`src/rtl/uart_host_pkg.sv`:
```
package uart_host_pkg;

  localparam int NSRC   = 2;
  localparam int SRC_RX = 0;
  localparam int SRC_TX = 1;

  localparam int DB_RXF = 8;
  localparam int DB_TXF = 9;

  typedef enum logic [1:0] {
    RA_DATA  = 2'd0,
    RA_CTRL  = 2'd1,
    RA_STAT  = 2'd2,
    RA_INTEN = 2'd3
  } reg_addr_e;

  typedef enum logic [1:0] {
    PAR_NONE = 2'd0,
    PAR_EVEN = 2'd1,
    PAR_ODD  = 2'd2
  } parity_e;

  localparam logic [1:0] MODE_OFF = 2'd0;
  localparam logic [1:0] MODE_DCE = 2'd2;

  typedef struct packed {
    logic       host_ie;
    logic       brk;
    parity_e    par;
    logic [1:0] mode;
  } ctrl_t;

  localparam int CTRL_W  = $bits(ctrl_t);
  localparam int SUM_BIT = CTRL_W;

endpackage

```
`src/rtl/host_byte_fifo.sv`:
```
module host_byte_fifo #(
  parameter int WIDTH = 8,
  parameter int DEPTH = 4,
  localparam int AW = (DEPTH > 1) ? $clog2(DEPTH) : 1,
  localparam int CW = $clog2(DEPTH + 1)
) (
  input  logic             clk,
  input  logic             rst_n,
  input  logic             push_i,
  input  logic             pop_i,
  input  logic [WIDTH-1:0] wdata_i,
  output logic [WIDTH-1:0] rdata_o,
  output logic [CW-1:0]    cnt_o,
  output logic             empty_o,
  output logic             full_o
);

  logic [WIDTH-1:0] mem [DEPTH];
  logic [AW-1:0] wr_q, wr_d, rd_q, rd_d;
  logic [CW-1:0] cnt_q, cnt_d;
  logic push_ok, pop_ok;

  assign empty_o = (cnt_q == '0);
  assign full_o  = (cnt_q == CW'(DEPTH));
  assign push_ok = push_i && !full_o;
  assign pop_ok  = pop_i && !empty_o;

  function automatic logic [AW-1:0] bump(input logic [AW-1:0] p);
    return (p == AW'(DEPTH - 1)) ? '0 : p + AW'(1);
  endfunction

  always_comb begin
    wr_d  = push_ok ? bump(wr_q) : wr_q;
    rd_d  = pop_ok  ? bump(rd_q) : rd_q;
    cnt_d = cnt_q;
    if (push_ok && !pop_ok) cnt_d = cnt_q + CW'(1);
    if (pop_ok && !push_ok) cnt_d = cnt_q - CW'(1);
  end

  always_ff @(posedge clk or negedge rst_n) begin
    if (!rst_n) begin
      wr_q  <= '0;
      rd_q  <= '0;
      cnt_q <= '0;
    end else begin
      wr_q  <= wr_d;
      rd_q  <= rd_d;
      cnt_q <= cnt_d;
    end
  end

  always_ff @(posedge clk) begin
    if (push_ok) mem[wr_q] <= wdata_i;
  end

  assign rdata_o = mem[rd_q];
  assign cnt_o   = cnt_q;

endmodule

```
`src/rtl/uart_ctrl_reg.sv`:
```
module uart_ctrl_reg
  import uart_host_pkg::*;
(
  input  logic              clk,
  input  logic              rst_n,
  input  logic              wr_en,
  input  logic [CTRL_W-1:0] wdata,
  output ctrl_t             ctrl_o
);

  ctrl_t ctrl_q, ctrl_d;

  always_comb begin
    ctrl_d = ctrl_q;
    if (wr_en) begin
      ctrl_d = ctrl_t'(wdata);
      if (wdata[3:2] == 2'b11) ctrl_d.par = PAR_NONE;
    end
  end

  always_ff @(posedge clk or negedge rst_n) begin
    if (!rst_n) ctrl_q <= '0;
    else        ctrl_q <= ctrl_d;
  end

  assign ctrl_o = ctrl_q;

endmodule

```
`src/rtl/uart_irq_unit.sv`:
```
module uart_irq_unit #(
  parameter int NSRC = 2
) (
  input  logic            clk,
  input  logic            rst_n,
  input  logic            stat_wr,
  input  logic            en_wr,
  input  logic [NSRC-1:0] wbits,
  input  logic [NSRC-1:0] set_i,
  input  logic            host_ie,
  output logic [NSRC-1:0] stat_o,
  output logic [NSRC-1:0] en_o,
  output logic            summary_o,
  output logic            irq_o
);

  logic [NSRC-1:0] stat_q, stat_d, en_q, en_d;

  for (genvar i = 0; i < NSRC; i++) begin : g_src
    always_comb begin
      stat_d[i] = set_i[i] | (stat_q[i] & ~(stat_wr & wbits[i]));
      en_d[i]   = en_wr ? wbits[i] : en_q[i];
    end
  end

  always_ff @(posedge clk or negedge rst_n) begin
    if (!rst_n) begin
      stat_q <= '0;
      en_q   <= '0;
    end else begin
      stat_q <= stat_d;
      en_q   <= en_d;
    end
  end

  assign stat_o    = stat_q;
  assign en_o      = en_q;
  assign summary_o = |(stat_q & en_q);
  assign irq_o     = summary_o & host_ie;

endmodule

```
`src/rtl/uart_host_if.sv`:
```
module uart_host_if
  import uart_host_pkg::*;
#(
  parameter int TX_DEPTH = 4,
  parameter int RX_DEPTH = 4,
  localparam int TXCW = $clog2(TX_DEPTH + 1),
  localparam int RXCW = $clog2(RX_DEPTH + 1)
) (
  input  logic        clk,
  input  logic        rst_n,
  input  logic        bus_we,
  input  logic [1:0]  bus_addr,
  input  logic [31:0] bus_wdata,
  output logic [31:0] bus_rdata,
  output logic        irq,
  output logic [7:0]  eng_tx_data,
  output logic        eng_tx_valid,
  input  logic        eng_tx_ready,
  input  logic [7:0]  eng_rx_data,
  input  logic        eng_rx_valid,
  output logic        eng_rx_ready,
  output logic        link_en,
  output logic [1:0]  parity_sel,
  output logic        brk_force
);

  // reset: asserted asynchronously, released on clock
  logic [1:0] rst_sync_q;
  logic       rst_ns;

  always_ff @(posedge clk or negedge rst_n) begin
    if (!rst_n) rst_sync_q <= 2'b00;
    else        rst_sync_q <= {rst_sync_q[0], 1'b1};
  end
  assign rst_ns = rst_sync_q[1];

  // bus decode
  logic wr_data, wr_ctrl, wr_stat, wr_en;
  assign wr_data = bus_we && (bus_addr == RA_DATA);
  assign wr_ctrl = bus_we && (bus_addr == RA_CTRL);
  assign wr_stat = bus_we && (bus_addr == RA_STAT);
  assign wr_en   = bus_we && (bus_addr == RA_INTEN);

  logic unused_wdata_hi;
  assign unused_wdata_hi = ^bus_wdata[31:10];

  // control register
  ctrl_t ctrl;
  uart_ctrl_reg u_ctrl (
    .clk    (clk),
    .rst_n  (rst_ns),
    .wr_en  (wr_ctrl),
    .wdata  (bus_wdata[CTRL_W-1:0]),
    .ctrl_o (ctrl)
  );

  assign link_en    = (ctrl.mode != MODE_OFF);
  assign parity_sel = ctrl.par;
  assign brk_force  = ctrl.brk;

  // transmit queue
  logic [TXCW-1:0] tx_cnt;
  logic            tx_empty, tx_full, tx_push, tx_pop, tx_drained;

  assign tx_push = wr_data && bus_wdata[DB_TXF];
  assign tx_pop  = eng_tx_valid && eng_tx_ready;

  host_byte_fifo #(.WIDTH(8), .DEPTH(TX_DEPTH)) u_txq (
    .clk     (clk),
    .rst_n   (rst_ns),
    .push_i  (tx_push),
    .pop_i   (tx_pop),
    .wdata_i (bus_wdata[7:0]),
    .rdata_o (eng_tx_data),
    .cnt_o   (tx_cnt),
    .empty_o (tx_empty),
    .full_o  (tx_full)
  );

  assign eng_tx_valid = link_en && !tx_empty;
  assign tx_drained   = tx_pop && (tx_cnt == TXCW'(1)) && !(tx_push && !tx_full);

  // receive queue
  logic [RXCW-1:0] rx_cnt;
  logic [7:0]      rx_head;
  logic            rx_empty, rx_full, rx_push, rx_pop;

  assign rx_pop       = wr_data && bus_wdata[DB_RXF];
  assign eng_rx_ready = link_en && !rx_full;
  assign rx_push      = eng_rx_valid && eng_rx_ready;

  host_byte_fifo #(.WIDTH(8), .DEPTH(RX_DEPTH)) u_rxq (
    .clk     (clk),
    .rst_n   (rst_ns),
    .push_i  (rx_push),
    .pop_i   (rx_pop),
    .wdata_i (eng_rx_data),
    .rdata_o (rx_head),
    .cnt_o   (rx_cnt),
    .empty_o (rx_empty),
    .full_o  (rx_full)
  );

  // interrupts
  logic [NSRC-1:0] int_set, int_stat, int_en;
  logic            int_sum;

  always_comb begin
    int_set         = '0;
    int_set[SRC_RX] = !rx_empty;
    int_set[SRC_TX] = tx_drained;
  end

  uart_irq_unit #(.NSRC(NSRC)) u_irq (
    .clk       (clk),
    .rst_n     (rst_ns),
    .stat_wr   (wr_stat),
    .en_wr     (wr_en),
    .wbits     (bus_wdata[NSRC-1:0]),
    .set_i     (int_set),
    .host_ie   (ctrl.host_ie),
    .stat_o    (int_stat),
    .en_o      (int_en),
    .summary_o (int_sum),
    .irq_o     (irq)
  );

  // read mux
  always_comb begin
    bus_rdata = '0;
    unique case (bus_addr)
      RA_DATA: begin
        bus_rdata[7:0]    = rx_empty ? 8'h00 : rx_head;
        bus_rdata[DB_RXF] = !rx_empty;
        bus_rdata[DB_TXF] = !tx_full;
      end
      RA_CTRL: begin
        bus_rdata[CTRL_W-1:0] = ctrl;
        bus_rdata[SUM_BIT]    = int_sum;
      end
      RA_STAT:  bus_rdata[NSRC-1:0] = int_stat;
      RA_INTEN: bus_rdata[NSRC-1:0] = int_en;
      default:  bus_rdata = '0;
    endcase
  end

endmodule

```
`config.mk`:
```
export PLATFORM = sky130hd
export DESIGN_NAME = uart_host_if
export DESIGN_NICKNAME = d
export VERILOG_FILES = /design/src/rtl/uart_host_pkg.sv /design/src/rtl/host_byte_fifo.sv /design/src/rtl/uart_ctrl_reg.sv /design/src/rtl/uart_irq_unit.sv /design/src/rtl/uart_host_if.sv
export SDC_FILE = /design/constraint.sdc
export NUM_CORES = 1
export LEC_CHECK = 0
export BUFFER_PORTS_ARGS = -buffer_cell sky130_fd_sc_hd__buf_2
export CORE_MARGIN = 2
export CORE_UTILIZATION = 40
export CTS_CLUSTER_DIAMETER = 40
export DETAILED_ROUTE_END_ITERATION = 16
export SKIP_LAST_GASP = 1
export SYNTH_ARGS = -nofsm -noshare
export SYNTH_HDL_FRONTEND = slang
export SYNTH_SLANG_ARGS = --single-unit
```
`constraint.sdc`:
```
create_clock -name clk -period 2 [get_ports clk]
set_input_delay 0.2 -clock clk [delete_from_list [all_inputs] [get_ports clk]]
set_output_delay 0.2 -clock clk [all_outputs]
set_load 0.05 [all_outputs]
```
==> flow_summary.yaml, run 1 <==
power_and_ir_drop:
  p_leak_nw: 1.956
  ir_drop_mv: 0.5429
  power_density_nw_per_um2: 1364
setup_path:
  rr_worst_depth: 9
  path_max_fanout: 3
  required_ps: 2270
  crit_path_end_kind: "register"
  cp-start-kind: "register"
  worstSetupPathType: "reg -> reg"
  timing.rr.start: "u_rxq.cnt_o[2]"
  rrSetupSlack_ps: -50
  cp.arrival_ps: 2330
  setup.worst_path.start: "u_rxq.cnt_o[2]"
finish:
  drive_gt1_share_pct: 41.87
  finalNetCount: 391
  fin_util_pct: 49.64
  antennaDiodeCount: 0
  area_growth_pct: 19.66
  fill_cells: 866
job:
  drv_cap: 0
detailed_routing:
  drt-total-wl_mm: 6.931
  wl_per_cell_microns: 14.91
  vias: 2161
  drc: 0
  ant_nets: 0
  drt_iter0_drc: 40
  firstDrtPassIters: 6
  viasPerCell: 4.647
floorplan:
  ios: 94
  fp.coreArea_sq_um: 9864
  start_util_pct: 41.49
  num_rows: 36
  dieArea_sq_um: 11060
  fp.dieH_microns: 105.2
  die_x_microns: 105.2
sta:
  fmax_ghz: 0.4872
  fin_crit_sh_pct: 102.6
  setup_slack_ps: -52.54
  fin_tns_setup_ps: -162.5
  fin_crit_ps: 2053
  drv_slew: 0
  grt_setup_unrepaired: "yes"
  fin_worst_skew_ps: 9.900
  setup_viol: 6
  finalHoldViolations: 0
clock_tree:
  cts.sinks: 90
  clock_path_buffers: 2
  numCtsBuffers: 9
  h-tree-depth: 3
  clk_pin_slew_ps: 80
  clk_latency_ps: 350
  cts_tree: "built"
  root_buffer: "clkbuf_8"
logic_synthesis:
  avgSynthCellArea_sq_um: 16.05
  synthArstFlopShare_pct: 28.89
  ys_seq_elements: 90
  synth_cell_types: 36
  synth_cells: 255
  yosys_warnings: 0
  seq_area_frac_synth_pct: 62.86
  ys.flop_type: "edfxtp_1"
  synth-edff-count: 64
  netlist_area_sq_um: 4093
global_route:
  antenna_found_initial: 0
  grt-ovfl-total: 0
  grt_pass1_vias: 2148
  grt_pass1_wl_mm: 10.73
  grtUsageTotal_pct: 12.97
  grt_max_degree: 23
placement:
  gp_congestion: 0.7307
  port_buffers: 49
  dp_hpwl_mm: 4.862
status:
  violations: "negative setup slack"
  status: "finished with violations"
hold_path:
  hold_path.class: "reg -> async"
==> sequential cells by signal, summed over array words and instances (netlist names), 3 cells and up <==
signal,cells
u_rxq.cnt_o,3
u_ctrl.ctrl_o,6
u_txq.mem,32
u_txq.cnt_o,3
u_rxq.mem,32
==> stage by stage <==
step / hold slack, ps / total power, mW / area [sq um] / setup WS [ps] / cells
6_report: 42.97 / 6.678 / 4897 / -52.54 / 465
5_1_grt: 43.95 / 7.075 / 4897 / -168.1 / 465
4_1_cts: 41.30 / 6.684 / 4848 / -145.8 / 461
3_5_place_dp: -13.98 / 4.955 / 4496 / 34.33 / 441
3_3_place_gp: -13.82 / 4.907 / 4496 / 67.25 / 441
2_1_floorplan: -95.59 / 4.458 / 4205 / -186.4 / 276
==> critical path, cell delays in order, from the launching register on <==
cell and delay (ps):
dfrtp_1 400, nor3_4 80, buf_12 120, nor4_4 330
ha_2 260, inv_2 40, fa_2 340, xor2_1 140
nor2_1 130, xor2_1 140
==> logic make-up (layout without fill, tap and decap cells) <==
logic type      count (synthesis)  count (layout)  share of synthesized area [%]
flops                          90              90                          62.86
buf+inv                        49             105                          7.123
simple gates                   41              41                          5.931
mux                            33              33                          13.94
fa+ha+maj                      17              17                          5.381
compound gates                 17              17                          3.302
xor+xnor                        6               6                          1.284
other cells                     2              23                         0.1835
==> cell usage in the layout, fill, tap and decap left out, types with 3 or more instances in the layout <==
master     synthesis  routed
o21ai_0            4       3
mux2_2            14      14
buf_6              1       9
and2_2             0       4
mux2i_1            3       3
ha_1              16      13
conb_1             2      23
nor2b_1            4       4
dfrtp_1           26      22
bufinv_16          0       3
nand2_1            8       8
nand2b_1           3       3
a22o_1             4       4
edfxtp_1          64      64
inv_1             17      15
buf_2              2      41
xnor2_1            4       4
mux4_2            10      16
dfrtp_2            0       3
nor2_1             8       8
buf_4             26      19
clkbuf_8           0      11
and2_1             9       4
==> per-layer routing <==
| metal | GRT usage [%] | part of all wire [%] | vias up |
|---|---|---|---|
| li1 | - | - | 1024 |
| met4 | 4.857 | 1.4 | 0 |
| met5 | 0 | 0 | - |
| met1 | 14.86 | 41 | 1087 |
| met2 | 23.19 | 55 | 42 |
| met3 | 3.369 | 3.6 | 8 |
==> path summary, 6_finish.rpt <==
| check | end |
|---|---|
| worst max-delay path | u_rxq.cnt_o[2] |
| worst min-delay path | u_rxq.wr_q[0] |
| worst max register to register | u_rxq.cnt_o[2] |
| worst min register to register | u_rxq.wr_q[0] |
| max in group asynchronous | u_txq.rd_q[0] |
| min in group clk | u_txq.mem[2][6] |
==> power breakdown <==
part	switching, mW	total (mW)	internal, mW
Sequential	0.317	2.65	2.33
Clock	0.625	1.53	0.907
Combinational	1.41	2.50	1.09
==> cells in the mapped netlist (all sizes together) (2+ instances only) <==
cell type | number | area [sq um]
o21ai | 4 | 20.02
nand4b | 2 | 17.52
xor2 | 2 | 17.52
xnor2 | 4 | 35.03
a221o | 2 | 20.02
a211oi | 2 | 25.02
conb | 2 | 7.510
a21oi | 2 | 10.01
nand2 | 8 | 30.03
nor2b | 4 | 25.02
mux4 | 16 | 382.9
a22o | 4 | 35.03
buf | 31 | 224.0
ha | 16 | 200.2
nand2b | 3 | 18.77
nor3 | 2 | 20.02
nand3 | 2 | 10.01
and2 | 9 | 56.30
edfxtp | 64 | 1922
mux2 | 14 | 157.7
dfrtp | 26 | 650.6
inv | 17 | 63.81
nor2 | 8 | 30.03
mux2i | 3 | 30.03
==> cell type report <==
cell class / count / area, sq um / share of cell area, %
Multi-Input combinational cell: 137 / 1334 / 27.24
Clock buffer: 11 / 151.4 / 3.091
Sequential cell: 90 / 2580 / 52.68
Inverter: 17 / 63.81 / 1.303
Tap cell: 133 / 166.4 / 3.398
Timing Repair Buffer: 72 / 494.2 / 10.09
Clock inverter: 5 / 107.6 / 2.197
==> repair_timing <==
item	CTS	global route
buffers inserted	3	4
hold buffers	1	0
gates resized for setup	23	15
pin swaps	3	9
endpoints found under the hold margin	2	0
setup endpoints to repair	16	14
No activity file was read; power rests on OpenSTA's default activity.
==> run 2: changes to the inputs <==
--- a/config.mk
+++ b/config.mk
@@ -10,6 +10,7 @@
 export CORE_UTILIZATION = 40
 export CTS_CLUSTER_DIAMETER = 40
 export DETAILED_ROUTE_END_ITERATION = 16
+export MAX_ROUTING_LAYER = met4
 export SKIP_LAST_GASP = 1
 export SYNTH_ARGS = -nofsm -noshare
 export SYNTH_HDL_FRONTEND = slang
==> flow_summary.yaml, run 2 (synthesized netlist as in run 1, its figures left out) <==
finish:
  area_growth_pct: 19.66
  finalNetCount: 391
  final_area_sq_um: 4897
  final_common_cell: "edfxtp_1"
  drive_gt1_share_pct: 41.87
  fill_cells: 866
  antennaDiodeCount: 0
  mostFrequentLayoutCells: "edfxtp_1 (64), buf_2 (41), conb_1 (23)"
global_route:
  grt_pass1_wl_mm: 10.74
  grt_pass1_vias: 2147
  grtUsageTotal_pct: 13.34
  grt-ovfl-total: 0
  grt_max_degree: 23
  antenna_found_initial: 0
setup_path:
  slowest_stage: "dfrtp_1"
  worstSetupPathType: "reg -> reg"
  rr_worst_depth: 9
  cp-start-kind: "register"
  crit_path_end_kind: "register"
  path_max_fanout: 3
  cpMostUsedCell: "xor2_1"
  required_ps: 2280
  cp.arrival_ps: 2330
  slowest_delay_ps: 400
  worstPathCellList: "nor3_4 -> buf_12 -> nor4_4 -> ha_2 -> inv_2 -> fa_2 -> xor2_1 -> nor2_1 -> xor2_1"
floorplan:
  fp.coreArea_sq_um: 9864
  die_x_microns: 105.2
  start_util_pct: 41.49
  num_rows: 36
  fp.dieH_microns: 105.2
  dieArea_sq_um: 11060
  ios: 94
sta:
  fin_hold_ws_ps: 43.15
  drv_slew: 0
  setup_viol: 6
  finalHoldViolations: 0
  grt_setup_unrepaired: "yes"
  setup_slack_ps: -55.47
  fmax_ghz: 0.4865
  fin_crit_sh_pct: 102.8
  fin_worst_skew_ps: 9.058
  fin_crit_ps: 2055
power_and_ir_drop:
  ir_drop_mv: 0.5460
  p_sw_mw: 2.354
  seq_power_share_pct: 39.6
  power_density_nw_per_um2: 1365
  switching_share_pct: 35.23
  clkPwrFrac_pct: 22.9
  combPwrFrac_pct: 37.4
  p_leak_nw: 1.956
  internal_power_mw: 4.329
clock_tree:
  clk_latency_ps: 350
  h-tree-depth: 3
  cts_tree: "built"
  root_buffer: "clkbuf_8"
  clk_pin_slew_ps: 80
  numCtsBuffers: 9
  cts.sinks: 90
  clock_path_buffers: 2
status:
  violations: "negative setup slack"
  status: "finished with violations"
detailed_routing:
  wl_per_cell_microns: 14.98
  vias: 2159
  drt-total-wl_mm: 6.968
  drc: 0
  ant_nets: 0
  firstDrtPassIters: 6
  viasPerCell: 4.643
  drt_iter0_drc: 47
placement:
  gp_congestion: 0.7395
  dp_hpwl_mm: 4.862
  dpl_cell_area_sq_um: 4496
  port_buffers: 49
job:
  drv_cap: 0
hold_path:
  hold_path.class: "reg -> async"
-- run 2: cell counts in the layout (fill, tap and decap cells not counted) --
Identical to the previous run, type by type.
-- run 2: layout make-up --
cell class              instances  area (sq um)  share of cell area (%)
clock inverters                 5         107.6                   2.197
inverters                      17         63.81                   1.303
flip-flops and latches         90          2580                   52.68
repair buffers                 72         494.2                   10.09
well taps                     133         166.4                   3.398
multi-input cells             137          1334                   27.24
clock buffers                  11         151.4                   3.091
-- run 2: worst paths after layout --
kind / start / end / slack (ps)
min reg2reg: rst_sync_q[1] / u_rxq.wr_q[0] / 40
min in group clk: eng_rx_data[1] / u_rxq.mem[2][1] / 60
max in group asynchronous: rst_sync_q[1] / u_txq.rd_q[0] / 1420
max reg2reg: u_rxq.cnt_o[2] / u_rxq.cnt_o[2] / -60
max: u_rxq.cnt_o[2] / u_rxq.cnt_o[2] / -60
min: rst_sync_q[1] / u_rxq.wr_q[0] / 40
-- run 2: per-layer routing --
layer  wire length (microns)  up-vias  GRT usage, %
li1                        -     1024             -
met1                    2849     1081         14.90
met2                    3787       44         23.19
met3                     249       10         3.493
met4                      82        0         4.571
met5                       0        -             -
-- run 2: worst max-delay path: cells and delay by family, from the launching register on --
kind                     cells  cell delay (ps)
buffers and inverters        2              160
AND/OR/NAND/NOR              3              540
adder cells (fa/ha/maj)      2              600
flip-flops                   1              400
XOR/XNOR                     2              280
-- run 2: stage by stage --
stage,power (mW),instances,worst slack [ps],util (%),TNS [ps]
final,6.684,465,-55.47,49.64,-179.8
after global routing,7.075,465,-168.1,49.64,-3370
after CTS,6.684,461,-145.8,49.15,-558.6
after detailed placement,4.955,441,34.33,45.57,0
after global placement,4.907,441,67.25,45.57,0
after floorplan,4.458,276,-186.4,-,-4271
-- run 2: power groups by stage --
stage / Sequential (mW) / Clock [mW] / Combinational, mW
floorplan: 2.53 / 0 / 1.93
CTS: 2.66 / 1.58 / 2.44
finish: 2.65 / 1.53 / 2.50
detailed placement: 2.68 / 0 / 2.27
global route: 2.71 / 1.66 / 2.71
global placement: 2.67 / 0 / 2.24
-- run 2: timing repair --
item	4_1_cts	5_1_grt
pin swaps	3	9
buffers inserted	3	4
gates resized for setup	23	15
endpoints found under the hold margin	2	0
hold buffers	1	0
setup endpoints to repair	16	14
==> run 3: changes to the inputs <==
--- a/config.mk
+++ b/config.mk
@@ -9,7 +9,9 @@
 export CORE_MARGIN = 2
 export CORE_UTILIZATION = 40
 export CTS_CLUSTER_DIAMETER = 40
+export CTS_CLUSTER_SIZE = 24
 export DETAILED_ROUTE_END_ITERATION = 16
+export HOLD_SLACK_MARGIN = 0.06
 export MAX_ROUTING_LAYER = met4
 export SKIP_LAST_GASP = 1
 export SYNTH_ARGS = -nofsm -noshare
==> flow_summary.yaml, run 3 (synthesized netlist as in run 1, its figures left out) <==
clock_tree:
  numCtsBuffers: 9
  clk_latency_ps: 350
  clk_pin_slew_ps: 90
  h-tree-depth: 3
  cts.sinks: 90
  cts_tree: "built"
  root_buffer: "clkbuf_8"
  clock_path_buffers: 2
sta:
  setup_slack_ps: -55.49
  fin_worst_skew_ps: 10.03
  fin_crit_ps: 2055
  grt_setup_unrepaired: "yes"
  fmax_ghz: 0.4865
  fin_hold_ws_ps: 88.91
  setup_viol: 6
  drv_slew: 0
  finalHoldViolations: 0
  fin_crit_sh_pct: 102.8
setup_path:
  required_ps: 2270
  cp-start-kind: "register"
  cp.arrival_ps: 2330
  path_max_fanout: 3
  crit_path_end_kind: "register"
  worstSetupPathType: "reg -> reg"
finish:
  area_growth_pct: 22.35
  register_area_sq_um: 2580
  final_common_cell: "edfxtp_1"
  multi_input_area_sq_um: 1334
  antennaDiodeCount: 0
  layout.cells.non_filler: 476
  fill_cells: 855
  mostFrequentLayoutCells: "edfxtp_1 (64), buf_2 (41), conb_1 (23)"
  final_area_sq_um: 5007
  finalNetCount: 402
  fin_util_pct: 50.76
  drive_gt1_share_pct: 40.52
power_and_ir_drop:
  power_mw: 6.705
  switching_share_pct: 35.22
  internal_power_mw: 4.343
  power_density_nw_per_um2: 1339
  p_leak_nw: 2.002
  p_sw_mw: 2.361
  clkPwrFrac_pct: 22.9
  seq_power_share_pct: 39.5
  combPwrFrac_pct: 37.6
  ir_drop_mv: 0.5509
global_route:
  grt_pass1_vias: 2195
  grt-ovfl-total: 0
  gr-usage-met2_pct: 23.79
  grtUsageTotal_pct: 13.55
  grt_pass1_wl_mm: 10.92
  use_met1_pct: 15.15
  use_met3_pct: 3.244
  grt_max_degree: 23
  busiest_layer: "met2"
  antenna_found_initial: 0
status:
  violations: "negative setup slack"
  status: "finished with violations"
detailed_routing:
  drc: 0
  ant_nets: 0
  drt_iter0_drc: 47
  vias: 2211
  firstDrtPassIters: 6
  wl_per_cell_microns: 14.96
  drt-total-wl_mm: 7.120
  viasPerCell: 4.645
floorplan:
  fp.dieH_microns: 105.2
  fp.coreArea_sq_um: 9864
  start_util_pct: 41.49
  ios: 94
  die_x_microns: 105.2
  num_rows: 36
  dieArea_sq_um: 11060
placement:
  placed_cells: 441
  port_buffers: 49
  dp_hpwl_mm: 4.862
  dpl_cell_area_sq_um: 4496
  gp_congestion: 0.7395
job:
  drv_cap: 0
hold_path:
  hold_path.class: "in -> reg"
==> run 3: cell count changes in the layout (fill, tap and decap cells not counted), sizes merged <==
cell,before,now
dlygate4sd3,1,12
==> run 3: routing by layer <==
| metal | part of all wire (%) | vias to the layer above |
|---|---|---|
| met4 | 0.96 | 0 |
| met5 | 0 | - |
| li1 | - | 1048 |
| met2 | 55 | 51 |
| met3 | 3.3 | 8 |
| met1 | 41 | 1104 |
==> run 3: power groups by stage <==
stage	clock, mW	sequential [mW]	combinational (mW)
final	1.54	2.65	2.52
after global placement	0	2.67	2.24
after floorplan	0	2.53	1.93
after global routing	1.66	2.70	2.73
after detailed placement	0	2.68	2.27
after CTS	1.58	2.66	2.46
==> run 3: final timing paths <==
path                                start              end  slack (ps)  cells past startpoint
setup / recovery           u_rxq.cnt_o[2]   u_rxq.cnt_o[2]         -60                      9
hold / removal               bus_wdata[5]  u_txq.mem[0][5]          90                      1
setup reg to reg           u_rxq.cnt_o[2]   u_rxq.cnt_o[2]         -60                      9
hold reg to reg             rst_sync_q[1]    u_txq.wr_q[0]         250                      1
max in group asynchronous   rst_sync_q[1]    u_rxq.wr_q[1]        1280                      1
min in group asynchronous           rst_n    rst_sync_q[0]         150                      2
==> run 3: worst max-delay path, cell delays in order (launching register included) <==
cell and delay (ps):
dfrtp_1 400, nor3_4 80, buf_12 120, nor4_4 330, ha_2 260, inv_2 40, fa_2 340, xor2_1 140
nor2_1 130, xor2_1 140
==> run 3: metrics by stage <==
stage               TNS, ps  worst slack (ps)
floorplan             -4271            -186.4
global placement          0             67.25
detailed placement        0             34.33
CTS                  -558.6            -145.8
global route          -3372            -168.1
finish               -184.8            -55.49
==> run 3: what timing repair did <==
item | in CTS | in global routing
endpoints found under the hold margin | 36 | 8
setup endpoints to repair | 16 | 14
hold buffers | 10 | 2
pin swaps | 3 | 9
resized for setup | 23 | 15
setup buffers | 3 | 4
==> run 3: area by class of cell <==
type,count,share of cell area (%)
Sequential cell,90,51.52
Multi-Input combinational cell,137,26.64
Inverter,17,1.274
Tap cell,133,3.323
Timing Repair Buffer,83,12.07
Clock buffer,11,3.023
Clock inverter,5,2.149
